**config.mk**
```make
export PLATFORM = sky130hd
export DESIGN_NAME = quad_thermo_shifter
export DESIGN_NICKNAME = d
export VERILOG_FILES = /design/src/rtl/quad_thermo_shifter.sv
export SDC_FILE = /design/constraint.sdc
export NUM_CORES = 1
export LEC_CHECK = 0
export BUFFER_PORTS_ARGS = -buffer_cell sky130_fd_sc_hd__buf_4
export CORE_MARGIN = 2
export CORE_UTILIZATION = 49
export DETAILED_ROUTE_END_ITERATION = 8
export GPL_ROUTABILITY_DRIVEN = 0
export GPL_TIMING_DRIVEN = 1
export PLACE_DENSITY = 0.81
export SYNTH_ARGS = -nofsm -noshare
export SYNTH_HDL_FRONTEND = slang
export SYNTH_SLANG_ARGS = --single-unit
```
**constraint.sdc**
```tcl
create_clock -name clk -period 2.3 [get_ports clk]
set_input_delay 0.345 -clock clk [delete_from_list [all_inputs] [get_ports clk]]
set_output_delay 0.345 -clock clk [all_outputs]
set_load 0.05 [all_outputs]
```
**src/rtl/quad_thermo_shifter.sv**
```systemverilog
module quad_thermo_shifter #(
  parameter int N_SENS   = 4,
  parameter int CMD_W    = 8,
  parameter int CFG_LEN  = 8,
  parameter int TEMP_LEN = 9,
  parameter logic [TEMP_LEN-1:0] TEMP_INIT = 44,
  parameter logic [CFG_LEN-1:0]  CFG_INIT  = 8'h02,
  parameter logic [7:0] CTL_RST    = 8'h01,
  parameter logic [7:0] CTL_CLK_LO = 8'h02,
  parameter logic [7:0] CTL_CLK_HI = 8'h04,
  parameter logic [7:0] DAT_ONE    = 8'h01,
  parameter logic [7:0] DAT_EN_RD  = 8'h02,
  parameter logic [CMD_W-1:0] CMD_CONV    = 8'hEE,
  parameter logic [CMD_W-1:0] CMD_RD_CFG  = 8'hAC,
  parameter logic [CMD_W-1:0] CMD_RD_TEMP = 8'hAA
) (
  input  logic              clk,
  input  logic              rst_n,
  input  logic              ctl_wr,
  input  logic [7:0]        ctl_code,
  input  logic              dat_wr,
  input  logic [7:0]        dat_code,
  input  logic              dat_rd,
  output logic [N_SENS-1:0] rd_bits
);
  localparam int RL  = (TEMP_LEN > CFG_LEN) ? TEMP_LEN : CFG_LEN;
  localparam int CPW = $clog2(CMD_W + 1);
  localparam int PW  = $clog2(RL + 1);

  logic                clk_low;
  logic [CPW-1:0]      cmd_pos;
  logic [CMD_W-1:0]    cmd;
  logic [PW-1:0]       rd_pos;
  logic [RL-1:0]       data_word;
  logic [TEMP_LEN-1:0] temp_q [N_SENS];
  logic [CFG_LEN-1:0]  cfg_q  [N_SENS];

  wire cmd_done = (cmd_pos == CPW'(CMD_W));
  wire sel_temp = cmd_done && (cmd == CMD_RD_TEMP);
  wire sel_cfg  = cmd_done && (cmd == CMD_RD_CFG);
  wire armed    = sel_temp || sel_cfg;
  wire [PW-1:0] rd_len = sel_temp ? PW'(TEMP_LEN) : PW'(CFG_LEN);

  wire rst_cmd  = ctl_wr && (ctl_code == CTL_RST);
  wire en_rd    = dat_wr && (dat_code == DAT_EN_RD);
  wire accept   = dat_wr && clk_low && (dat_code != DAT_EN_RD);
  wire bit_in   = (dat_code == DAT_ONE);
  wire [CMD_W-1:0] cmd_next = cmd | (CMD_W'(bit_in) << cmd_pos);

  wire conv_hit = accept && !cmd_done && (cmd_pos == CPW'(CMD_W - 1)) && (cmd_next == CMD_CONV);
  wire rd_step  = !dat_wr && dat_rd && armed;
  wire rd_last  = rd_step && ((rd_pos + PW'(1)) >= rd_len);
  wire clear_all = rst_cmd || conv_hit || rd_last;

  always_ff @(posedge clk) begin
    if (!rst_n) begin
      clk_low   <= 1'b0;
      cmd_pos   <= '0;
      cmd       <= '0;
      rd_pos    <= '0;
      data_word <= '0;
    end else begin
      if (ctl_wr && ctl_code == CTL_CLK_LO)      clk_low <= 1'b1;
      else if (ctl_wr && ctl_code == CTL_CLK_HI) clk_low <= 1'b0;

      if (clear_all) begin
        cmd_pos   <= '0;
        cmd       <= '0;
        rd_pos    <= '0;
        data_word <= '0;
      end else if (en_rd) begin
        rd_pos <= '0;
      end else if (accept && !cmd_done) begin
        cmd     <= cmd_next;
        cmd_pos <= cmd_pos + CPW'(1);
      end else if (accept) begin
        if (rd_pos < PW'(RL)) begin
          data_word <= data_word | (RL'(bit_in) << rd_pos);
          rd_pos    <= rd_pos + PW'(1);
        end
      end else if (rd_step) begin
        rd_pos <= rd_pos + PW'(1);
      end
    end
  end

  for (genvar i = 0; i < N_SENS; i++) begin : g_sens
    logic [RL-1:0] cur;
    logic [RL-1:0] sh;

    always_ff @(posedge clk) begin
      if (!rst_n) begin
        temp_q[i] <= TEMP_INIT;
        cfg_q[i]  <= CFG_INIT;
      end
    end

    assign cur = sel_temp ? RL'(temp_q[i]) : RL'(cfg_q[i]);
    assign sh  = cur >> rd_pos;
    assign rd_bits[i] = dat_rd && armed && (rd_pos < rd_len) && sh[0];
  end
endmodule


```
== Word level (Yosys, flattened, before mapping) ==
Cells that the tools add are included.

* Shifts and indexed selects: 5
* Equality and inequality tests: 12
* $lt $le $gt $ge: 3
* Add/subtract/negate cells: 2
* Bitwise operators: 4
* Multiplexer cells: 10
* Reduce and logical (&&, ||, !) cells: 31

{| class="wikitable"
|+ Operators by type and width
! kind !! count
|-
| 9-bit two-way mux || 4
|-
| 9-bit by 4-bit right shift with 1-bit output || 4
|-
| 8-bit equality test (second input constant) || 3
|-
| 1-bit logical AND || 20
|-
| 8-bit by 1-bit equality test with 1-bit output (second input constant) || 2
|-
| 8-bit by 2-bit equality test with 1-bit output (second input constant) || 2
|-
| 4-bit two-way mux || 3
|-
| 4-bit by 1-bit adder with 4-bit output (second input constant) || 2
|-
| 8-bit by 3-bit equality test with 1-bit output (second input constant) || 1
|-
| 8-bit by 2-bit inequality test with 1-bit output (second input constant) || 1
|-
| 8-bit bitwise OR || 1
|-
| 1-bit by 4-bit << shifter with 8-bit output || 1
|-
| 4-bit by 3-bit equality test with 1-bit output (second input constant) || 1
|-
| 4-bit equality test (second input constant) || 1
|-
| 4-bit >= comparator || 1
|-
| 4-bit < comparator || 1
|-
| 4-bit < comparator (second input constant) || 1
|-
| 2-bit nonzero test || 2
|-
| 1-bit logical OR || 3
|-
| 1-bit two-way mux || 3
|-
| 1-bit inverter || 3
|-
| 3-bit AND reduction || 1
|-
| 3-bit OR reduction || 1
|-
| 1-bit logical NOT || 2
|-
| 3 further kinds || 3
|}

* Output and inout bits: 4
* Register bits: 17
* Bits of input ports: 21
* Logic and storage cells: 71

== Longest topological paths before layout ==
Gate-level depths: netlist of run 1.

* Depth after elaboration: 8
* Gate-level depth with buffers: 12
* Depth with buffers taken out: 11

== Worst setup path before layout of run 1 ==
No wires, ideal clock.

* Path kind: register to output
* Start point: register cmd[0]
* End point: output port rd_bits[1]
* Stages on the path, launching flop included: 9
* Path slack: -1,246 ps
* Buffers on the path: 1
* Data required time: 1,955 ps
* Arrival time: 3,201 ps
* Path through: dfxtp_1 or4b_1 nor3_1 and3b_1 ha_1 mux2_2 a21oi_1 nor3_1 buf_4

* Longest elaborated chain between the ends: 6
* Elaborated cells between the ends (all ways): 12
* Those cells by class: order compare (1); eq/ne (2); shift (1); mux (2); reduce/logical (6)

{| class="wikitable"
|+ RTL lines
! element !! line !! text
|-
| from (decl) || 32 || <nowiki>logic [CMD_W-1:0] cmd;</nowiki>
|-
| from (signal assigned) || 74 || <nowiki>cmd <= cmd_next;</nowiki>
|-
| 8-bit equality test, on equally long branches || 39, 40 ||
|-
| 1-bit logical AND, on equally long branches || 39, 40 ||
|-
| 1-bit two-way mux / 1-bit logical OR (equally long branches) || 42, 41 ||
|-
| 4-bit < comparator / 1-bit logical AND (equally long branches) || 100 || <nowiki>assign rd_bits[i] = dat_rd && armed && (rd_pos < rd_len) && sh[0];</nowiki>
|-
| 1-bit logical AND || 100 ||
|-
| 1-bit logical AND (*) || 100 ||
|-
| to (decl) || 24 || <nowiki>output logic [N_SENS-1:0] rd_bits</nowiki>
|}

Every way passes the cells marked *; elsewhere a longest branch is shown, timed or not.

== Worst setup path after layout of run 1 ==
* Start point: register cmd[0]
* End point: output port rd_bits[0]

The elaborated chain is that of the path after synthesis.

==> results.md, run 1 <==
- Status: finished, violations left
- Failing checks: negative setup slack
- Clock skew: 0.0129 ns
- Setup-failing EPs final: 17
- 1st-pass router iterations: 5
- WL final: 3.72 mm
- Root Buffer: clkbuf_4
- Reg2reg end: cmd[1]
- Net Count, Synth: 185
- Clock Pin Slew Worst Setup and Hold Paths: 0.12 ns
- Starting density of the core: 51.5%
- Count of different cell masters after synthesis: 47
- Inst Count DP: 222
- Hold Path Cell Cnt: 2
- R2r setup slk: -0.11 ns
- Highest-count cells in the layout ignoring fill and taps: 42 x buf_4, 15 x nor2_1, 15 x dfxtp_1
- Synth-to-layout area growth: 38.8%
- Finished Layout Cells: 229
- Share of post-route cells with drive strength above 1: 38.7%
- Cell leakage power: 0.692 nW
- Final WS setup: -0.476 ns
- Antenna viol nets, final: 0
- First-pass GRT wire length: 5.49 mm
- RSZ-0062 raised after global routing: yes
- Switching share of power: 24.6%
- Worst skew pair latency: 0.30 ns
- CP Data Arrival Time: 2.43 ns
- CTS tree: done
- Hold_buf cts: 0
- Hold/Removal Path Class: input pin to flop
- Iter 0 DRT Violations: 58
- Max-cap check violation count: 0
- CTS Buf Count: 3
- Tcrit/Tclk final: 121%
- Ant diodes: 0
- Die height: 54.8 µm
- Hpwl dp: 2.68 mm
- Vias in the first global route: 1,295
- Depth of the most critical reg-to-reg path: 13
- Post-synthesis adder-cell area fraction: 6.92%
- Initial antenna violation count: 0
- CP max FO: 4
- Hold Violations, Final: 0
- Final Critical Period: 2.78 ns
- Final Total Pwr: 0.521 mW
- DR vias: 1,358
- Area share of and/or/nand/nor cells after synthesis: 35.5%
- Gr usage total: 25.5%
- Relative slew slack: 63.2%
- VDD IR max: 0.254 mV
- Vias per cell: 5.93
- Synth Area in Compound Gates: 14.5%
- Die area: 0.00300 mm²
- CTS max path bufs: 2
- Pin count of the biggest net entering global routing: 11
- Seq/Total Area, Yosys: 26.9%
- Min Hold Slack: 0.315 ns
- Slew Viols, Final: 0
- Internal power: 0.393 mW
- Mux share of post-synthesis cell area: 3.26%
- Drc violations: 0
- Seq pwr share: 56.5%
- Placed Area: 0.00160 mm²
- Mapped Area: 0.00126 mm²
- PortBufs: 24
- Power Density: 297 mW/mm²
- Worst reg2reg startpoint: cmd_pos[1]
- Core Rows: 18
- Core ar.: 0.00245 mm²
- Min-delay src: rst_n
- CP Class: flop to primary output
- Max Fclk: 0.360 GHz
- GRT Residual Overflow: 0
- Filler Cell Count: 184
- Finished Cell Area: 0.00176 mm²
- Combinational family with the most area after synthesis: simple AND/OR/NAND/NOR gates
- Comb power frac: 11.1%
- Number of I/O pins: 25
- Synth Area in XOR/XNOR: 6.23%
- Worst path required time: 1.96 ns
- Worst Hold Path EP: clk_low
- Gate Count Post-Synth: 157
- CTS H-tree depth: 1
- Yosys reg bits: 17
- Startpoint types: flop
- Nets: 228
- Net load switching power: 0.128 mW
- Die Wd: 54.8 µm
- Clock power frac: 32.4%
- Clock Sinks: 17
- Worst-margin pin slew: 0.544 ns
- Post-synthesis average cell area: 8.06 µm²
- Most common cell after layout, fill and taps aside: buf_4
- Crit end category: primary output
- Final core occ: 71.5%
- WL/cell: 16.2 µm
- Syn. warnings: 0
==> cell usage after synthesis, drive strengths merged <==
| library cell | n | area (µm²) |
|---|---|---|
| nand2 | 12 | 45.0 |
| nor4b | 2 | 23.8 |
| o41ai | 1 | 8.76 |
| nand3 | 8 | 40.0 |
| clkbuf | 3 | 12.5 |
| nor2 | 15 | 56.3 |
| or4b | 2 | 20.0 |
| o31ai | 2 | 15.0 |
| a2111oi | 1 | 15.0 |
| a21boi | 1 | 7.51 |
| inv | 6 | 22.5 |
| and3 | 1 | 6.26 |
| and3b | 1 | 8.76 |
| xnor2 | 8 | 70.1 |
| xor2 | 1 | 8.76 |
| mux2 | 1 | 11.3 |
| nor3 | 9 | 45.0 |
| and2 | 4 | 26.3 |
| nand4 | 3 | 18.8 |
| dfxtp | 17 | 340 |
| a31oi | 3 | 18.8 |
| o21ai | 7 | 35.0 |
| o22ai | 1 | 6.26 |
| buf | 7 | 48.8 |
| nand2b | 2 | 12.5 |
| o211ai | 1 | 7.51 |
| nand3b | 2 | 15.0 |
| o2bb2ai | 1 | 8.76 |
| a31o | 1 | 8.76 |
| mux2i | 3 | 30.0 |
| nor2b | 5 | 31.3 |
| a21o | 1 | 7.51 |
| or4 | 1 | 7.51 |
| ha | 7 | 87.6 |
| nand4b | 1 | 8.76 |
| nor4 | 5 | 61.3 |
| nor3b | 3 | 22.5 |
| a21oi | 6 | 30.0 |
| o21bai | 1 | 7.51 |
| o21a | 1 | 7.51 |
==> critical path, stage by stage (launching register included) <==
cell and delay, ns:
dfxtp_2 0.34, or4b_4 0.55, nor3_4 0.13, and3b_1 0.19
buf_4 0.12, ha_4 0.12, mux2_4 0.15, a21oi_4 0.06
nor3_4 0.26, buf_6 0.21
==> power groups by stage <==
stage	Sequential [mW]	Combinational [mW]	Clock (mW)
after global placement	0.301	0.0477	0
after CTS	0.295	0.0559	0.170
after floorplan	0.301	0.0147	0
final	0.295	0.0577	0.169
after global routing	0.295	0.0604	0.179
after detailed placement	0.301	0.0497	0
==> stage by stage <==
stage,setup WS (ns),TNS [ns]
final,-0.476,-2.50
after global routing,-0.600,-4.73
after CTS,-0.484,-2.21
after detailed placement,-0.231,-1.40
after global placement,-0.151,-0.616
after floorplan,-0.355,-1.17
==> kinds of logic (layout without fill, tap and decap cells) <==
kind of cell | Yosys count | after routing
adder cells (fa/ha/maj) | 7 | 7
buffers and inverters | 16 | 58
XOR/XNOR | 9 | 9
flip-flops | 17 | 17
AND/OR/NAND/NOR | 76 | 76
AO/OA/AOI/OAI | 28 | 28
multiplexers | 4 | 4
==> what timing repair did <==
action | CTS | global route
pin swaps | 4 | 6
endpoints found under the setup margin | 19 | 20
gates resized for setup | 20 | 8
cloned | 1 | 0
setup buffers | 1 | 1
hold endpoints to repair | 0 | 0
==> worst max-delay path by stage <==
stage | start | endpoint | slack (ns)
finish | cmd[0] | rd_bits[0] | -0.48
global route | cmd_pos[0] | rd_bits[0] | -0.60
CTS | cmd[0] | rd_bits[1] | -0.48
detailed placement | cmd[0] | rd_bits[1] | -0.23
global placement | cmd[0] | rd_bits[1] | -0.15
floorplan | cmd[0] | rd_bits[1] | -0.36
==> layout make-up <==
| cell class | instances | area, µm² | area share, % |
|---|---|---|---|
| well taps | 30 | 37.5 | 2.14 |
| multi-input cells | 124 | 942 | 53.7 |
| inverters | 6 | 22.5 | 1.28 |
| clock inverters | 1 | 5.00 | 0.285 |
| flip-flops and latches | 17 | 343 | 19.5 |
| clock buffers | 3 | 22.5 | 1.28 |
| repair buffers | 48 | 383 | 21.8 |
==> layer usage <==
layer	track usage, %	up-vias	part of all wire (%)
met4	10.0	0	1.8
met5	0	-	0
met3	6.28	10	6.7
met1	28.9	640	36
li1	-	643	-
met2	45.2	65	55
==> flip-flops by register name, summed over array words and instances (netlist names) <==
signal / count
cmd: 8
cmd_pos: 4
rd_pos: 4
clk_low: 1
Note: power is estimated with default switching activity, not from simulation.
==> inputs of run 2 (changes only) <==
CORE_UTILIZATION = 54   (was 49)
PLACE_DENSITY = 0.84   (was 0.81)
REMOVE_ABC_BUFFERS = 1   (was unset)
clock period = 3.15 ns   (was 2.3 ns; I/O delays follow)
==> run 2 against run 1 <==
The flow now finishes without violations. Die area fell by 8.6%. Critical endpoint is now rd_bits[2]. Worst hold slack improved by 0.12 ns. Critical path type unchanged. Register-to-register slack improved by 0.52 ns. Largest cell class unchanged. Wire length fell by 13%.
==> results.md, run 2 (synthesized netlist as in run 1, its figures left out) <==
- Hold/Removal Path Class: input pin to flop (unchanged)
- Hold Violations, Final: 0 (unchanged)
- Area of the multi-input gates: 866 µm² (was 942 µm²)
- Top sig layer: met4 (unchanged)
- Initial antenna violation count: 0 (unchanged)
- Final Total Pwr: 0.375 mW (was 0.521 mW)
- 1st-pass router iterations: 4 (was 5)
- Max-cap check violation count: 0 (unchanged)
- Worst setup path endpoint: rd_bits[2] (was rd_bits[0])
- Synth-to-layout area growth: 17.5% (was 38.8%)
- GRT Residual Overflow: 0 (unchanged)
- Filler Cell Count: 192 (was 184)
- Setup TNS Final: 0 ns (was -2.50 ns)
- Crit end category: primary output (unchanged)
- Met3 WL post-DR: 247 µm (was 250 µm)
- Die area: 0.00275 mm² (was 0.00300 mm²)
- Relative slew slack: 68.9% (was 63.2%)
- Met2 Wirelength: 1.48 mm (was 2.06 mm)
- CP Data Arrival Time: 2.57 ns (was 2.43 ns)
- R2r setup slk: 0.41 ns (was -0.11 ns)
- Drc violations: 0 (unchanged)
- Gr usage total: 25.7% (was 25.5%)
- First-pass GRT wire length: 5.22 mm (was 5.49 mm)
- Core ar.: 0.00221 mm² (was 0.00245 mm²)
- VDD IR max: 0.209 mV (was 0.254 mV)
- Most common cell after layout, fill and taps aside: buf_4 (unchanged)
- Register area: 342 µm² (was 343 µm²)
- Final Critical Period: 3.04 ns
- Starting density of the core: 57.2% (was 51.5%)
- Slew Viols, Final: 0 (unchanged)
- Worst path required time: 2.68 ns (was 1.96 ns)
- Antenna viol nets, final: 0 (unchanged)
- CP Class: flop to primary output (unchanged)
- Clock skew: 0.00688 ns (was 0.0129 ns)
- Iter 0 DRT Violations: 49 (was 58)
- Root Buffer: clkbuf_4 (unchanged)
- Die height: 52.4 µm (was 54.8 µm)
- Ant diodes: 0 (unchanged)
- Final core occ: 67.2% (was 71.5%)
- Cell leakage power: 0.569 nW (was 0.692 nW)
- Highest-count cells in the layout ignoring fill and taps: 26 x buf_4, 16 x dfxtp_1, 15 x nor2_1 (was 42 x buf_4, 15 x nor2_1, 15 x dfxtp_1)
- Startpoint types: flop (unchanged)
- Reg2reg end: rd_pos[1] (was cmd[1])
- Tcrit/Tclk final: 96.5%
- DR vias: 1,280 (was 1,358)
- Worst skew pair latency: 0.30 ns (about the same)
- CP max FO: 4 (unchanged)
- Core Rows: 17 (was 18)
- Number of I/O pins: 25 (unchanged)
- Clock Pin Slew Worst Setup and Hold Paths: 0.11 ns (was 0.12 ns)
- CTS H-tree depth: 1 (unchanged)
- Worst-margin pin slew: 0.461 ns (was 0.544 ns)
- Vias per cell: 6.24 (was 5.93)
- Clock Sinks: 17 (unchanged)
- Depth of the most critical reg-to-reg path: 11 (was 13)
- CTS Buf Count: 3 (unchanged)
- Pin count of the biggest net entering global routing: 14 (was 11)
- Nets: 206 (was 228)
- Largest Register: cmd (unchanged)
- Setup-failing EPs final: 0 (was 17)
- Worst setup path start: cmd[0] (unchanged)
- Max reg flops: 8 (unchanged)
- Power Density: 252 mW/mm² (was 297 mW/mm²)
- Status: completed (was finished, violations left)
- WL/cell: 15.8 µm (was 16.2 µm)
- CTS max path bufs: 2 (unchanged)
- Die Wd: 52.4 µm (was 54.8 µm)
- Vias in the first global route: 1,219 (was 1,295)
- Share of post-route cells with drive strength above 1: 24.3% (was 38.7%)
- Top Registers: cmd (8), cmd_pos (4), rd_pos (4) (unchanged)
- PortBufs: 24 (unchanged)
- WL final: 3.24 mm (was 3.72 mm)
- Max Fclk: 0.329 GHz
- Hold_buf cts: 0 (unchanged)
- Met1 WL: 1.40 mm (was 1.34 mm)
- Hpwl dp: 2.33 mm (was 2.68 mm)
- CTS tree: done (unchanged)
- Worst reg2reg startpoint: cmd_pos[1] (unchanged)
==> run 2: final cells by class <==
class	count	share of cell area [%]
Timing Repair Buffer	26	13.1
Multi-Input combinational cell	124	58.2
Sequential cell	17	23.0
Clock buffer	4	1.77
Inverter	6	1.52
Tap cell	28	2.36
==> run 2: power by group <==
group / leakage [nW] / switching, mW / internal, mW
sequential: 0.137 / 0.000140 / 0.215
combinational: 0.417 / 0.0148 / 0.0208
clock: 0.0150 / 0.0747 / 0.0494
total: 0.569 / 0.0897 / 0.285
==> run 2: what timing repair did <==
item                                    4_1_cts  5_1_grt
pin swaps                                     0        1
setup buffers                                 0        1
gates resized for setup                       1        6
endpoints found under the setup margin        4        4
==> run 2: stage by stage <==
stage,instances,instance area (µm²),hold slack [ns],setup slack [ns]
after floorplan,147,1200,0.447,-2.95
after global placement,200,1430,0.470,0.422
after detailed placement,200,1430,0.483,0.310
after CTS,204,1460,0.438,0.0376
after global routing,205,1490,0.438,-0.0179
final,205,1490,0.433,0.111
==> run 2: worst min-delay path by stage <==
stage / endpoint / slack [ns] / from / cells past startpoint
after global placement: cmd[0] / 0.47 / cmd[0] / 1
after CTS: clk_low / 0.44 / rst_n / 2
final: clk_low / 0.43 / rst_n / 2
after floorplan: cmd[0] / 0.45 / cmd[0] / 1
after global routing: clk_low / 0.44 / rst_n / 2
after detailed placement: cmd[0] / 0.48 / cmd[0] / 1
==> run 2: worst max-delay path: stages (launching register included) <==
cell and delay, ns:
dfxtp_1 0.34, or4b_4 0.58, nor3_4 0.20, and3b_2 0.23
inv_1 0.05, ha_1 0.17, mux2_2 0.27, a21oi_2 0.16
nor3_2 0.08, buf_4 0.20
==> run 2: routing by layer <==
metal / GRT usage [%] / vias up
met2: 41.3 / 62
met3: 5.14 / 15
li1: - / 597
met1: 31.3 / 606
met4: 15.4 / 0
met5: 0 / -
